<file path="config.mk">
export PLATFORM = sky130hd
export DESIGN_NAME = intr_change_unit
export DESIGN_NICKNAME = d
export VERILOG_FILES = /design/src/rtl/intr_pkg.sv /design/src/rtl/pin_change_det.sv /design/src/rtl/change_latch.sv /design/src/rtl/cond_status.sv /design/src/rtl/mask_gate.sv /design/src/rtl/intr_change_unit.sv
export SDC_FILE = /design/constraint.sdc
export NUM_CORES = 1
export LEC_CHECK = 0
export ABC_AREA = 0
export BUFFER_PORTS_ARGS = -buffer_cell sky130_fd_sc_hd__buf_4
export CAP_MARGIN = 20
export CORE_MARGIN = 8
export CORE_UTILIZATION = 30
export DETAILED_ROUTE_END_ITERATION = 10
export HOLD_SLACK_MARGIN = 0.05
export PLACE_DENSITY = 0.6
export SLEW_MARGIN = 20
export SYNTH_ARGS = -nofsm -noshare
export SYNTH_HDL_FRONTEND = slang
export SYNTH_SLANG_ARGS = --single-unit
</file>
<file path="constraint.sdc">
create_clock -name clk -period 1.2 [get_ports clk]
set_input_delay 0.18 -clock clk [delete_from_list [all_inputs] [get_ports clk]]
set_output_delay 0.18 -clock clk [all_outputs]
set_load 0.02 [all_outputs]
</file>
<file path="src/rtl/intr_pkg.sv">
package intr_pkg;
  localparam int unsigned SRC_COUNT  = 7;
  localparam int unsigned PIN_COUNT  = 4;
  localparam int unsigned SYNC_DEPTH = 2;
  localparam int unsigned STAT_W     = SRC_COUNT + 1;
endpackage

</file>
<file path="src/rtl/pin_change_det.sv">
module pin_change_det #(
  parameter int unsigned PINS  = 4,
  parameter int unsigned DEPTH = 2
) (
  input  logic            clk,
  input  logic            rst_n,
  input  logic [PINS-1:0] pin_raw,
  output logic [PINS-1:0] pin_level,
  output logic [PINS-1:0] pin_edge
);
  for (genvar p = 0; p < PINS; p++) begin : g_pin
    logic [DEPTH-1:0] stage_q;
    logic             prev_q;
    always_ff @(posedge clk) begin
      if (!rst_n) begin
        stage_q <= '0;
        prev_q  <= 1'b0;
      end else begin
        stage_q <= {stage_q[DEPTH-2:0], pin_raw[p]};
        prev_q  <= stage_q[DEPTH-1];
      end
    end
    assign pin_level[p] = stage_q[DEPTH-1];
    assign pin_edge[p]  = stage_q[DEPTH-1] ^ prev_q;
  end
endmodule

</file>
<file path="src/rtl/change_latch.sv">
module change_latch #(
  parameter int unsigned PINS = 4
) (
  input  logic            clk,
  input  logic            rst_n,
  input  logic [PINS-1:0] edge_in,
  input  logic            rd_clr,
  output logic [PINS-1:0] chg_q,
  output logic            any_chg
);
  always_ff @(posedge clk) begin
    if (!rst_n) chg_q <= '0;
    else        chg_q <= (chg_q & {PINS{~rd_clr}}) | edge_in;
  end
  assign any_chg = |chg_q;
endmodule

</file>
<file path="src/rtl/cond_status.sv">
module cond_status #(
  parameter int unsigned SRCS = 7
) (
  input  logic            clk,
  input  logic            rst_n,
  input  logic [SRCS-1:0] set_in,
  input  logic [SRCS-1:0] clr_in,
  output logic [SRCS-1:0] stat_q
);
  always_ff @(posedge clk) begin
    if (!rst_n) stat_q <= '0;
    else        stat_q <= (stat_q & ~clr_in) | set_in;
  end
endmodule

</file>
<file path="src/rtl/mask_gate.sv">
module mask_gate #(
  parameter int unsigned WIDTH = 8
) (
  input  logic             clk,
  input  logic             rst_n,
  input  logic             wr,
  input  logic [WIDTH-1:0] wdata,
  input  logic [WIDTH-1:0] stat,
  output logic [WIDTH-1:0] mask_q,
  output logic             req_n
);
  always_ff @(posedge clk) begin
    if (!rst_n)  mask_q <= '0;
    else if (wr) mask_q <= wdata;
  end
  assign req_n = ~|(stat & mask_q);
endmodule

</file>
<file path="src/rtl/intr_change_unit.sv">
module intr_change_unit
  import intr_pkg::*;
#(
  parameter int unsigned SRCS  = SRC_COUNT,
  parameter int unsigned PINS  = PIN_COUNT,
  parameter int unsigned DEPTH = SYNC_DEPTH,
  localparam int unsigned SW   = SRCS + 1,
  localparam int unsigned CW   = 2 * PINS
) (
  input  logic            clk,
  input  logic            rst_n,
  input  logic [SRCS-1:0] cond_set,
  input  logic [SRCS-1:0] cond_clr,
  input  logic [PINS-1:0] pins_in,
  input  logic            chg_rd,
  input  logic            mask_wr,
  input  logic [SW-1:0]   mask_wdata,
  output logic [SW-1:0]   mask_rdata,
  output logic [SW-1:0]   status,
  output logic [CW-1:0]   chg_rdata,
  output logic            irq_n
);
  logic [PINS-1:0] pin_level;
  logic [PINS-1:0] pin_edge;
  logic [PINS-1:0] chg_bits;
  logic            any_chg;
  logic [SRCS-1:0] src_stat;

  pin_change_det #(.PINS(PINS), .DEPTH(DEPTH)) u_det (
    .clk(clk), .rst_n(rst_n), .pin_raw(pins_in),
    .pin_level(pin_level), .pin_edge(pin_edge)
  );

  change_latch #(.PINS(PINS)) u_chg (
    .clk(clk), .rst_n(rst_n), .edge_in(pin_edge), .rd_clr(chg_rd),
    .chg_q(chg_bits), .any_chg(any_chg)
  );

  cond_status #(.SRCS(SRCS)) u_stat (
    .clk(clk), .rst_n(rst_n), .set_in(cond_set), .clr_in(cond_clr),
    .stat_q(src_stat)
  );

  assign status    = {any_chg, src_stat};
  assign chg_rdata = {pin_level, chg_bits};

  mask_gate #(.WIDTH(SW)) u_mask (
    .clk(clk), .rst_n(rst_n), .wr(mask_wr), .wdata(mask_wdata),
    .stat(status), .mask_q(mask_rdata), .req_n(irq_n)
  );
endmodule

</file>
==> run summary <==
The run finished, with violations left. The final reports fail on setup timing. The vias after detailed routing came out at roughly 860. The total leakage power came out at about 0.78 nW. The worst register-to-register path begins at u_chg.chg_q[2]$_SDFF_PN0_. The first global-routing pass estimated roughly 4300 um of wire.

The count of warnings emitted by yosys is 0. The clock latency of the later-clocked register in the worst-skew pair is between 0.2 and 0.3 ns. The cell at the root of the clock tree is clkbuf_8. In the post-synthesis netlist, the biggest area contributors are dfxtp_1, nor2b_1, mux2i_1, and2_1, o21a_1.

The die footprint is between 0.005 and 0.006 mm^2. The number of fill cells in the layout came out at approximately 370. For the finished layout, the period the worst path requires is approximately 1.5 ns. The maximum fanout count along the critical path is 2. The count of max-cap constraint violations came out at 0. The min-delay analysis places its worst path in the category in2reg. The pre-CTS worst setup slack came out at -0.0725 ns. The number of vias per cell came out at just over 4. The total of flip-flops plus latches after synthesis came out at 31. The number of antenna repair diodes came out at 0. In the finished design, the share of the clock period the worst path needs comes to 1.29.

The number of buffers between clock root and the deepest sink is 2. Summed over all failing endpoints, the final setup total negative slack is -0.596 ns. At the end of routability-driven placement, the weighted congestion stood at 0.688. The total count of hold-check failures in the final report was 0. The number of buffers added on ports came out at 54.

CTS built an H-tree with a depth of 2. The clock edge transition at the registers on the reported setup and hold paths is ~0.07 ns. Across every metal layer, demand over resource in global routing totals 0.0916. The HPWL reported at the end of detailed placement is 2060 um. The height of the chip came out at slightly below 80 um. The headroom to the max-slew limit is 0.767. The number of antenna violations at the first check in global routing is 0.

The final net count is between 150 and 200. Summed over all instances, the cell type with the most area after synthesis is dfxtp_1. The CTS tree is built. The number of nets still failing antenna checks after routing is 0. The worst setup path is of the reg2out kind. In this run the cell area of the synthesized design comes to 0.00112 mm^2. The proportion of synthesized chip area in sequential cells is 0.554.

Clock tree synthesis found a total of 31 sinks. The signed area change from the synthesized netlist to the final layout came out at 52.5%. For this configuration, the core starts out at a cell density of 0.309. The via count of the first global-routing pass was around 890. The highest clock rate is roughly 650 MHz. In this run, the number of DRC markers left after iteration 0 of detailed routing was 30. For the final database, setup skew stands at 0.00131 ns. Counting the buffers created by CTS gives 5. After detailed routing, the number of remaining DRC violations is 0. The nature of the critical path startpoint is a register. The critical path starts at u_mask.mask_q[2]$_SDFFE_PN0P_. STA puts the critical path data required time at 1.02 ns. The average wire per cell in the routed design is roughly 13 um.

The max-slew violation count came to 0. The post-placement cell count is between 150 and 200. The worst-margin pin slew is around 0.35 ns.

In the final layout, the share of cells above drive strength 1 is 0.450. For this run the aggregate overflow at the end of global routing stands at 0. The number of placement rows is 22. The number of search-and-repair iterations in the first detailed-routing pass came out at 4. The worst path arrival time came out at roughly 1.4 ns. Setup repair after global routing could not meet its margin everywhere. The worst-case setup margin in the final layout came out at -0.348 ns. The count of final setup violators came out at 2. The peak supply drop is 0.609 mV. The count of placed standard cells in the final layout, fillers left out is approximately 210. The post-synthesis instance total came out at 100. The count of different cell masters after synthesis came out at 17. STA classifies the critical path endpoint as an output pin.

The maximum number of pins on one net before global-route repair came out at 32. The hold-fix buffer count after cts came out at 0. The routed wire length came out at around 2700 um. In this run the most critical hold path is launched from cond_set[1].

55 I/O pins were placed. The power per cell area came out at 1480 mW/mm^2. The area share of the leading cell type in the synthesized netlist is 0.554. The number of nets handed over by synthesis was 130. The average size of a mapped cell came out at about 11 um^2.

The core region is 0.00363 mm^2. Measured along the x axis, the die boundary spans 77.1 um.
==> per-stage QoR <==
stage / area, um^2 / power, mW / hold slack [ns] / utilization
global route: 1710 / 2.63 / 0.106 / 0.470
floorplan: 1120 / 1.32 / 0.304 / -
CTS: 1710 / 2.56 / 0.0991 / 0.470
detailed placement: 1580 / 1.51 / 0.394 / 0.434
finish: 1710 / 2.53 / 0.105 / 0.470
global placement: 1580 / 1.50 / 0.389 / 0.434
==> cells in the final DEF, fill, tap and decap left out, drive strengths merged <==
| master | n |
|---|---|
| bufinv | 1 |
| and2 | 12 |
| mux2i | 8 |
| nand2b | 3 |
| a21boi | 4 |
| xnor2 | 4 |
| buf | 61 |
| clkbuf | 6 |
| o21a | 7 |
| dfxtp | 31 |
| or4 | 1 |
| or2b | 1 |
| nor2b | 15 |
| o41ai | 1 |
| clkinv | 1 |
| a222oi | 1 |
| and4 | 1 |
| a22oi | 2 |
==> sequential cells by signal (all words and copies together), names as in the netlist <==
signal,flops
u_chg.chg_q,4
u_det.g_pin.stage_q,8
u_stat.stat_q,7
u_det.g_pin.prev_q,4
u_mask.mask_q,8
==> per-layer routing <==
layer	track usage	vias up	routed length (um)
met2	0.142	41	1200
met1	0.0971	375	1160
met4	0.0509	0	46
met5	0	-	0
li1	-	444	-
met3	0.0501	4	255
==> cell families after synthesis <==
kind of cell           count (synthesis)  synth area share
multiplexers                           8            0.0714
AO/OA/AOI/OAI                         15             0.104
buffers and inverters                  9            0.0513
AND/OR/NAND/NOR                       33             0.189
XOR/XNOR                               4            0.0312
flip-flops                            31             0.554
==> layout make-up <==
type / instances / area (um^2) / area share
multi-input cells: 60 / 447 / 0.261
flip-flops and latches: 31 / 623 / 0.365
repair buffers: 61 / 462 / 0.270
well taps: 48 / 60.1 / 0.0351
clock buffers: 6 / 82.6 / 0.0483
clock inverters: 2 / 35.0 / 0.0205
==> Yosys cell counts <==
cell	n
dfxtp_1	31
nor2b_1	15
and2_1	12
mux2i_1	8
o21a_1	7
buf_4	6
a21boi_0	4
xnor2_1	4
nand2b_1	3
a22oi_1	2
clkbuf_1	2
a222oi_1	1
and4_1	1
buf_2	1
o41ai_1	1
or2b_1	1
or4_1	1
==> worst paths after layout <==
kind | cells after the start | to | slack (ns)
worst min-delay path | 2 | u_stat.stat_q[1]$_SDFF_PN0_ | 0.11
worst min register to register | 1 | u_det.g_pin[3].stage_q[1]$_SDFF_PN0_ | 0.43
worst max-delay path | 3 | irq_n | -0.35
worst max register to register | 3 | u_chg.chg_q[2]$_SDFF_PN0_ | 0.30
==> timing repair <==
item,4_1_cts,5_1_grt
setup endpoints to repair,2,2
setup buffers,1,0
pin swaps,2,1
resized for setup,2,0
==> critical path: stages, from the launching register on <==
cell      delay, ns
dfxtp_1        0.31
a222oi_1       0.39
and4_1         0.25
buf_4          0.14
==> where the power goes <==
part	internal, mW	switching [mW]
Combinational	0.211	0.158
Clock	0.671	0.368
Sequential	1.09	0.0345
Total	1.97	0.561
Power figures use the tool's default switching activity.
